<file path="config.mk">
export PLATFORM = sky130hd
export DESIGN_NAME = xosc_startup_ctrl
export DESIGN_NICKNAME = d
export VERILOG_FILES = /design/src/rtl/xosc_pkg.sv /design/src/rtl/xosc_cfg_reg.sv /design/src/rtl/xosc_run_ctl.sv /design/src/rtl/xosc_startup_seq.sv /design/src/rtl/xosc_startup_ctrl.sv
export SDC_FILE = /design/constraint.sdc
export NUM_CORES = 1
export LEC_CHECK = 0
export BUFFER_PORTS_ARGS = -buffer_cell sky130_fd_sc_hd__clkbuf_2
export CAP_MARGIN = 20
export CORE_MARGIN = 5
export CORE_UTILIZATION = 30
export CTS_BUF_LIST = sky130_fd_sc_hd__clkbuf_4
export DETAILED_ROUTE_END_ITERATION = 8
export GPL_TIMING_DRIVEN = 0
export SYNTH_ARGS = -nofsm -noshare
export SYNTH_HDL_FRONTEND = slang
export SYNTH_SLANG_ARGS = --single-unit
export TNS_END_PERCENT = 30
</file>
<file path="constraint.sdc">
create_clock -name clk -period 2.07 [get_ports clk]
set_clock_uncertainty 0.15 [all_clocks]
set_input_delay 0 -clock clk [delete_from_list [all_inputs] [get_ports clk]]
set_output_delay 0 -clock clk [all_outputs]
set_load 0.01 [all_outputs]
</file>
<file path="src/rtl/xosc_pkg.sv">
// Package: shared field layout, sleep-mode codes and helpers for the
// oscillator start-up controller. Assumes an 8-bit control register.
package xosc_pkg;

    localparam logic [1:0] SLP_ACTIVE  = 2'd0;
    localparam logic [1:0] SLP_IDLE    = 2'd1;
    localparam logic [1:0] SLP_STANDBY = 2'd2;
    localparam logic [1:0] SLP_PDOWN   = 2'd3;

    localparam logic [1:0] SUT_RESERVED = 2'd3;

    typedef struct packed {
        logic       always_on;
        logic [1:0] sut_code;
        logic [1:0] frq_code;
        logic       src_ext;
        logic       enable;
    } xosc_cfg_t;

    // Map the configuration fields to their byte positions; bit 6 reads zero.
    function automatic logic [7:0] cfg_to_byte(input xosc_cfg_t c);
        return {c.always_on, 1'b0, c.sut_code, c.frq_code, c.src_ext, c.enable};
    endfunction

    // Extract configuration fields from a written byte; bit 6 is dropped.
    function automatic xosc_cfg_t byte_to_cfg(input logic [7:0] b);
        xosc_cfg_t c;
        c.always_on = b[7];
        c.sut_code  = b[5:4];
        c.frq_code  = b[3:2];
        c.src_ext   = b[1];
        c.enable    = b[0];
        return c;
    endfunction

endpackage

</file>
<file path="src/rtl/xosc_cfg_reg.sv">
// Module: guarded control register. A write lands only when unlock is
// high. The start-up code and source select are frozen while the
// oscillator is enabled or reported stable, and the reserved start-up
// code is rejected. Assumes wr_en and unlock are synchronous to clk.
module xosc_cfg_reg
    import xosc_pkg::*;
(
    input  logic       clk,
    input  logic       rst_n,
    input  logic       wr_en,
    input  logic [7:0] wr_data,
    input  logic       unlock,
    input  logic       stable,
    output xosc_cfg_t  cfg
);

    xosc_cfg_t cfg_q;
    xosc_cfg_t cfg_d;
    xosc_cfg_t wr_cfg;
    logic      locked;
    logic      wr_ok;

    assign wr_cfg = byte_to_cfg(wr_data);
    assign locked = cfg_q.enable | stable;
    assign wr_ok  = wr_en & unlock;

    // Next-state merge: apply permitted fields, hold frozen or reserved ones.
    always_comb begin
        cfg_d = cfg_q;
        if (wr_ok) begin
            cfg_d.always_on = wr_cfg.always_on;
            cfg_d.frq_code  = wr_cfg.frq_code;
            cfg_d.enable    = wr_cfg.enable;
            if (!locked) begin
                cfg_d.src_ext = wr_cfg.src_ext;
                if (wr_cfg.sut_code != SUT_RESERVED) begin
                    cfg_d.sut_code = wr_cfg.sut_code;
                end
            end
        end
    end

    // Register state with synchronous reset to all zero.
    always_ff @(posedge clk) begin
        if (!rst_n) begin
            cfg_q <= '0;
        end else begin
            cfg_q <= cfg_d;
        end
    end

    assign cfg = cfg_q;

endmodule

</file>
<file path="src/rtl/xosc_run_ctl.sv">
// Module: run arbiter. Decides from enable, always-on, requests and sleep
// mode whether the oscillator runs, and registers that decision.
// Assumes requests and sleep_mode are synchronous to clk.
module xosc_run_ctl
    import xosc_pkg::*;
(
    input  logic       clk,
    input  logic       rst_n,
    input  logic       enable,
    input  logic       always_on,
    input  logic       periph_req,
    input  logic       main_req,
    input  logic [1:0] sleep_mode,
    output logic       osc_run,
    output logic       any_req
);

    logic run_d;
    logic run_q;
    logic mode_keeps;

    assign any_req    = periph_req | main_req;
    assign mode_keeps = always_on & (sleep_mode != SLP_PDOWN);
    assign run_d      = enable & (any_req | mode_keeps);

    // Register the run decision so osc_run is glitch free.
    always_ff @(posedge clk) begin
        if (!rst_n) begin
            run_q <= 1'b0;
        end else begin
            run_q <= run_d;
        end
    end

    assign osc_run = run_q;

endmodule

</file>
<file path="src/rtl/xosc_startup_seq.sv">
// Module: start-up sequencer. Counts oscillator ticks after osc_run rises
// until the selected length is reached, then raises stable. A ready
// counter then needs READY_TICKS ticks of request before clk_avail.
// Assumes osc_tick is a single-cycle pulse synchronous to clk.
module xosc_startup_seq #(
    parameter int SUT_LOG2_BASE = 8,
    parameter int SUT_LOG2_STEP = 2,
    parameter int READY_TICKS   = 2
) (
    input  logic       clk,
    input  logic       rst_n,
    input  logic       osc_run,
    input  logic [1:0] sut_code,
    input  logic       osc_tick,
    input  logic       any_req,
    output logic       stable,
    output logic       clk_avail
);

    localparam int CNT_W = SUT_LOG2_BASE + 2 * SUT_LOG2_STEP + 1;
    localparam int RDY_W = $clog2(READY_TICKS + 1);
    localparam logic [RDY_W-1:0] RDY_LAST = RDY_W'(READY_TICKS - 1);

    logic [CNT_W-1:0] su_cnt;
    logic [CNT_W-1:0] su_last;
    logic             stable_q;
    logic [RDY_W-1:0] rdy_cnt;
    logic             avail_q;

    // Decode the start-up code into the last count value before stable.
    always_comb begin
        su_last = CNT_W'((1 << (SUT_LOG2_BASE + SUT_LOG2_STEP * int'(sut_code))) - 1);
    end

    // Start-up counter and stable flag; both clear whenever the oscillator stops.
    always_ff @(posedge clk) begin
        if (!rst_n || !osc_run) begin
            su_cnt   <= '0;
            stable_q <= 1'b0;
        end else if (osc_tick && !stable_q) begin
            if (su_cnt == su_last) begin
                stable_q <= 1'b1;
            end else begin
                su_cnt <= su_cnt + 1'b1;
            end
        end
    end

    // Ready counter: counts request ticks after start-up, gating clk_avail.
    always_ff @(posedge clk) begin
        if (!rst_n || !stable_q || !any_req) begin
            rdy_cnt <= '0;
            avail_q <= 1'b0;
        end else if (osc_tick && !avail_q) begin
            if (rdy_cnt == RDY_LAST) begin
                avail_q <= 1'b1;
            end else begin
                rdy_cnt <= rdy_cnt + 1'b1;
            end
        end
    end

    assign stable    = stable_q;
    assign clk_avail = avail_q;

endmodule

</file>
<file path="src/rtl/xosc_startup_ctrl.sv">
// Module: top of the oscillator enable and start-up controller. Joins the
// guarded register, the run arbiter and the start-up sequencer and drives
// the analog control outputs. Assumes everything is synchronous to clk.
module xosc_startup_ctrl
    import xosc_pkg::*;
#(
    parameter int SUT_LOG2_BASE = 8,
    parameter int SUT_LOG2_STEP = 2,
    parameter int READY_TICKS   = 2
) (
    input  logic       clk,
    input  logic       rst_n,
    input  logic       wr_en,
    input  logic [7:0] wr_data,
    input  logic       unlock,
    output logic [7:0] rd_data,
    input  logic       periph_req,
    input  logic       main_req,
    input  logic [1:0] sleep_mode,
    input  logic       osc_tick,
    output logic       osc_run,
    output logic [1:0] freq_range,
    output logic       src_ext,
    output logic       pin_override,
    output logic       osc_stable,
    output logic       clk_avail
);

    xosc_cfg_t cfg;
    logic      stable;
    logic      any_req;

    xosc_cfg_reg u_cfg (
        .clk     (clk),
        .rst_n   (rst_n),
        .wr_en   (wr_en),
        .wr_data (wr_data),
        .unlock  (unlock),
        .stable  (stable),
        .cfg     (cfg)
    );

    xosc_run_ctl u_run (
        .clk        (clk),
        .rst_n      (rst_n),
        .enable     (cfg.enable),
        .always_on  (cfg.always_on),
        .periph_req (periph_req),
        .main_req   (main_req),
        .sleep_mode (sleep_mode),
        .osc_run    (osc_run),
        .any_req    (any_req)
    );

    xosc_startup_seq #(
        .SUT_LOG2_BASE (SUT_LOG2_BASE),
        .SUT_LOG2_STEP (SUT_LOG2_STEP),
        .READY_TICKS   (READY_TICKS)
    ) u_seq (
        .clk       (clk),
        .rst_n     (rst_n),
        .osc_run   (osc_run),
        .sut_code  (cfg.sut_code),
        .osc_tick  (osc_tick),
        .any_req   (any_req),
        .stable    (stable),
        .clk_avail (clk_avail)
    );

    assign rd_data      = cfg_to_byte(cfg);
    assign freq_range   = cfg.frq_code;
    assign src_ext      = cfg.src_ext;
    assign pin_override = cfg.enable;
    assign osc_stable   = stable;

endmodule

</file>
# [After elaboration in Yosys (flattened, before gate mapping)]
# Index checks and enable logic that the tools add are counted.
[totals] register_bits=25 inputBits=17 out_inout_bits=15 word_cells=44
[op_classes] addsub=4 eq_ne=4 n_shift=1 bitwise_logic=9 reduce_logical=16
[ops] operator="1-bit by 32-bit << shifter with 13-bit output, first input constant" n=1
[ops] operator="13-bit by 1-bit adder with 13-bit output, second input constant" n=1
[ops] operator="13-bit == test" n=1
[ops] operator="13-bit by 2-bit subtractor with 13-bit output, second input constant" n=1
[ops] operator="2-bit AND reduction" n=5
[ops] operator="4-bit by 3-bit adder with 5-bit output, first input constant" n=1
[ops] operator="1-bit logical NOT" n=5
[ops] operator="2-bit inequality test, second input constant" n=2
[ops] operator="1-bit AND" n=3
[ops] operator="1-bit logical OR" n=3
[ops] operator="1-bit inverter" n=3
[ops] operator="1-bit bitwise OR" n=3
[ops] operator="3-bit AND reduction" n=1
[ops] operator="2-bit by 1-bit adder with 2-bit output, second input constant" n=1
[ops] operator="2-bit by 1-bit == test with 1-bit output, second input constant" n=1
[ops] operator="1-bit logical AND" n=2

# [Longest topological paths before layout]
[depth] depth_word=6 ltp_mapped=8 mapped_depth_nobuf=7

# [Modules after synthesis]
# From an unflattened synthesis, not the netlist that was laid out.
[unflattened] cells_unflattened=145 area_unflattened_um2=1293.7
[by_module_without_submodules] module="xosc_startup_seq" n_inst=1 cells_per_inst=108 area_each_um2=923.4 seq_area_each_um2=340.3
[by_module_without_submodules] module="xosc_cfg_reg" n_inst=1 cells_per_inst=27 area_each_um2=282.8 seq_area_each_um2=140.1
[by_module_without_submodules] module="xosc_run_ctl" n_inst=1 cells_per_inst=4 area_each_um2=46.3 seq_area_each_um2=20.0
[by_module_without_submodules] module="xosc_startup_ctrl" n_inst=1 cells_per_inst=6 area_each_um2=41.3 seq_area_each_um2=0.0

# [Worst setup path before layout]
# OpenSTA, ideal clock, no wires.
[synth_timing] path_kind="flip-flop to flip-flop" start="register u_cfg.cfg_q (netlist bit u_cfg.cfg[5])" end="register u_seq.su_cnt[12]" arrival_ps=1906 required_time_ps=1847 path_slack_ps=-59 stages_incl_launch_ff=8 n_path_buf=0 period_less_slack_ps=2129 path_cell_list="dfxtp_1 or2_1 ha_1 xor2_1 nand2_1 a21oi_2 or4_1 a21oi_1"
[synth_between] elab_chain_cells=6
[synth_lines] element="from (decl)" line_no="xosc_cfg_reg.sv:17" source="xosc_cfg_t cfg_q;"
[synth_lines] element="from (signal assigned)" line_no="xosc_cfg_reg.sv:48" source="cfg_q <= cfg_d;"
[synth_lines] element="4-bit by 3-bit adder with 5-bit output" line_no="xosc_startup_seq.sv:32" source="su_last = CNT_W'((1 << (SUT_LOG2_BASE + SUT_LOG2_STEP * int'(sut_code))) - 1);"
[synth_lines] element="1-bit by 32-bit << shifter with 13-bit output" line_no="xosc_startup_seq.sv:32"
[synth_lines] element="13-bit by 2-bit subtractor with 13-bit output" line_no="xosc_startup_seq.sv:32"
[synth_lines] element="13-bit == test" line_no="xosc_startup_seq.sv:41" source="if (su_cnt == su_last) begin"
[synth_lines] element="1-bit inverter (no line)"
[synth_lines] element="2-bit AND reduction (no line)"
[synth_lines] element="to (signal assigned)" line_no="xosc_startup_seq.sv:44" source="su_cnt <= su_cnt + 1'b1;"
[synth_lines] element="to (decl)" line_no="xosc_startup_seq.sv:24" source="logic [CNT_W-1:0] su_cnt;"
# No other way between the ends.
# A chain may end at the register's enable or synchronous reset.

# [Final worst setup path]
[layout_timing] start="register u_cfg.cfg_q (netlist bit u_cfg.cfg[5])" end="register u_seq.su_cnt[11]"
# The elaborated chain is that of the path after synthesis.

==> out/results.ini <==
[final_layout]
instances_no_fill=258
layout-drive-gt1-share_pct=35.0
synthToLayoutAreaGrowth_pct=44.1
multiInputGateArea_um2=820
diodes=0
fillers=439
seq_area_um2=507
final_nets=227

[clock_tree]
clock_path_buffers=2
cts_htree_levels=1
cts_tree=built
cts.sinks=25
cts_root_buf=clkbuf_4
clk_pin_slew_ps=140
insertion_delay_ps=320
cts-buffers-inserted=3

[detailed_routing]
wl_met2_mm=1.74
vias_per_cell=5.12
wl_per_cell_um=13.0
remaining_drc_errors=0
first_iter_violations=41
drtAntennaViolNets=0
wirelength_mm=3.35
via_count=1320
highest_layer=met4
wl_met1_mm=1.44
met3_length_um=135
drt_first_pass_iters=4

[floorplan]
coreArea_mm2=0.00432
die_h_um=76.3
die_w_um=76.3
io_pins=32
die_area_mm2=0.00582
start_util_pct=30.5
rows=24

[timing]
fin_ws_ps=-75.9
final-hold-violation-count=0
timing_worst_slew_pin_value_ps=711
fin_crit_ps=2150
slew_violations=0
finalCritPeriodShare_pct=104
setup_viol=9
fin_tns_setup_ps=-277
max_freq_mhz=466
rsz0062_at_grt=yes
slew_headroom_pct=52.6

[worst_setup_path]
crit_fanout=5
crit_arrival_ps=2230
r2r_slack_ps=-80
reg2reg_from=u_cfg.cfg[5]
worst_setup_path_end_kind=flip-flop
worst-setup-path-type=flip-flop to flip-flop
reg2reg_depth=8
critPathRequiredTime_ps=2150
start_kind=flip-flop
timing.rr.end=u_seq.su_cnt[11]

[placement]
dp.cells=227
hpwl_mm=2.14
gp_congestion=0.731
port_buffers=29

[global_routing]
antenna_found_initial=0
grt_util_all_layers_pct=11.6
grt_first_pass_wirelength_mm=5.85
grt-ovfl-total=0
grt_max_degree=14
grt_pass1_vias=1344

[outcome]
status=finished with violations
failed_checks=setup timing

[power_and_ir_drop]
ir_worst_vdd_mv=0.290
power.density_mw_per_mm2=465
p_int_uw=656
share_comb_of_total_power_pct=17.1
p_sw_uw=227
power_leakage_uw=0.000725
p_clk_share_pct=26.8
seqPwrFrac_pct=56.0
swShare_pct=25.7

[hold_path]
hp-start=wr_data[1]
hold_depth=4
hold_path_end=u_cfg.cfg[1]
hold_path_class=input port to flip-flop

[logic_synthesis]
ys_types=43
yosysSeqAreaShare_pct=38.0
synth_ff_type=dfxtp_1
synth_edf_count=0
yosysWarnings=0
synth_cells=146
syn_avg_cell_area_um2=9.03
synth_seq_cells=25
syn-cell-area_mm2=0.00132
syn-num-nets=166
synthArstFlopShare_pct=0

[run]
maxCapViolCount=0

-- cell usage after synthesis (all sizes together) (2+ instances only) --
cell type	instances	share of area [%]
nand4	3	1.4
xnor2	2	1.3
o31ai	8	4.6
a31oi	2	0.95
clkbuf	3	0.85
inv	2	0.57
nand3	10	3.8
buf	8	4.6
nand2b	2	0.95
and4	2	1.3
or3	5	2.4
ha	3	2.8
or4	9	5.4
xor2	2	1.3
a211oi	2	2.1
a21boi	5	2.8
nor2b	2	0.95
dfxtp	25	38
nor2	7	2.0
a21oi	13	6.9
o21ai	3	1.1
nand2	12	3.4
o221a	2	1.7
-- area by class of cell --
class / instances / share of cell area, %
tap: 52 / 3.42
multi-input combinational: 109 / 43.1
buffer: 11 / 3.82
clock buffer: 4 / 1.58
inverter: 2 / 0.395
timing repair buffer: 55 / 21.0
sequential: 25 / 26.7
-- power groups by stage --
stage / logic [µW] / registers (µW) / clock network [µW]
finish: 151 / 495 / 237
floorplan: 61.0 / 508 / 0
global placement: 101 / 507 / 0
global route: 168 / 497 / 270
CTS: 136 / 495 / 252
detailed placement: 102 / 507 / 0
-- layout by cell type (no fill, tap or decap), types with 7 or more instances in the layout --
cell type,n
clkbuf_2,29
dlygate4sd3_1,22
dfxtp_1,22
nand2_1,11
nand3_1,10
a21oi_2,9
buf_4,9
or4_1,8
nor2_1,7
-- critical path, stage by stage (launching register included) --
cell and delay, ps:
dfxtp_4 380, or2_4 260, ha_4 270, xor2_2 140
nand2_2 110, a211oi_4 350, buf_6 190, nor4_2 50
o21ba_1 170
-- routing by layer --
layer  GRT usage [%]  vias to the layer above
li1                -                      669
met1            14.0                      621
met2            21.2                       26
met3            1.42                        4
met4            3.67                        0
met5               0                        -
-- state kept, by name, summed over array words and instances (netlist names) --
name / flops
u_cfg.cfg: 7
u_seq.su_cnt: 13
u_seq.rdy_cnt: 2
u_seq.clk_avail: 1
u_seq.stable: 1
u_run.osc_run: 1
-- metrics by stage --
step                utilization, %  worst slack [ps]  cell area, µm²  hold slack [ps]  power, µW
floorplan                        -              1.04            1320            -9.30        569
global placement              35.4              -173            1530              107        607
detailed placement            35.4              -173            1530              112        609
CTS                           42.4             -90.5            1830              322        883
global route                  44.0              -179            1900              362        934
finish                        44.0             -75.9            1900              334        883
-- kinds of logic after synthesis --
logic type	synth area share, %
adders and majority gates	2.85
muxes	0.759
DFF	38.0
xor gates and xnor gates	2.66
and+or+nand+nor	23.6
other	0.284
buffers and inverters	6.07
AOI/OAI and AO/OA	25.8
-- how the worst max path moves through the flow --
stage / start / to / slack, ps / cells past startpoint
3_3_place_gp: u_cfg.cfg[5] / u_seq.su_cnt[11] / -170 / 8
3_5_place_dp: u_cfg.cfg[5] / u_seq.su_cnt[11] / -170 / 8
2_1_floorplan: u_cfg.cfg[5] / u_seq.su_cnt[11] / 1 / 8
5_1_grt: u_cfg.cfg[5] / u_seq.su_cnt[11] / -180 / 8
6_report: u_cfg.cfg[5] / u_seq.su_cnt[11] / -80 / 8
4_1_cts: u_cfg.cfg[5] / u_seq.su_cnt[10] / -90 / 7
-- timing repair --
action,4_1_cts,5_1_grt
pin swaps,7,10
resized for setup,6,10
gates cloned,2,0
hold buffers,22,0
endpoints found under the setup margin,11,14
hold endpoints to repair,15,0
buffers inserted,1,2
(Power assumes the default switching activity.)
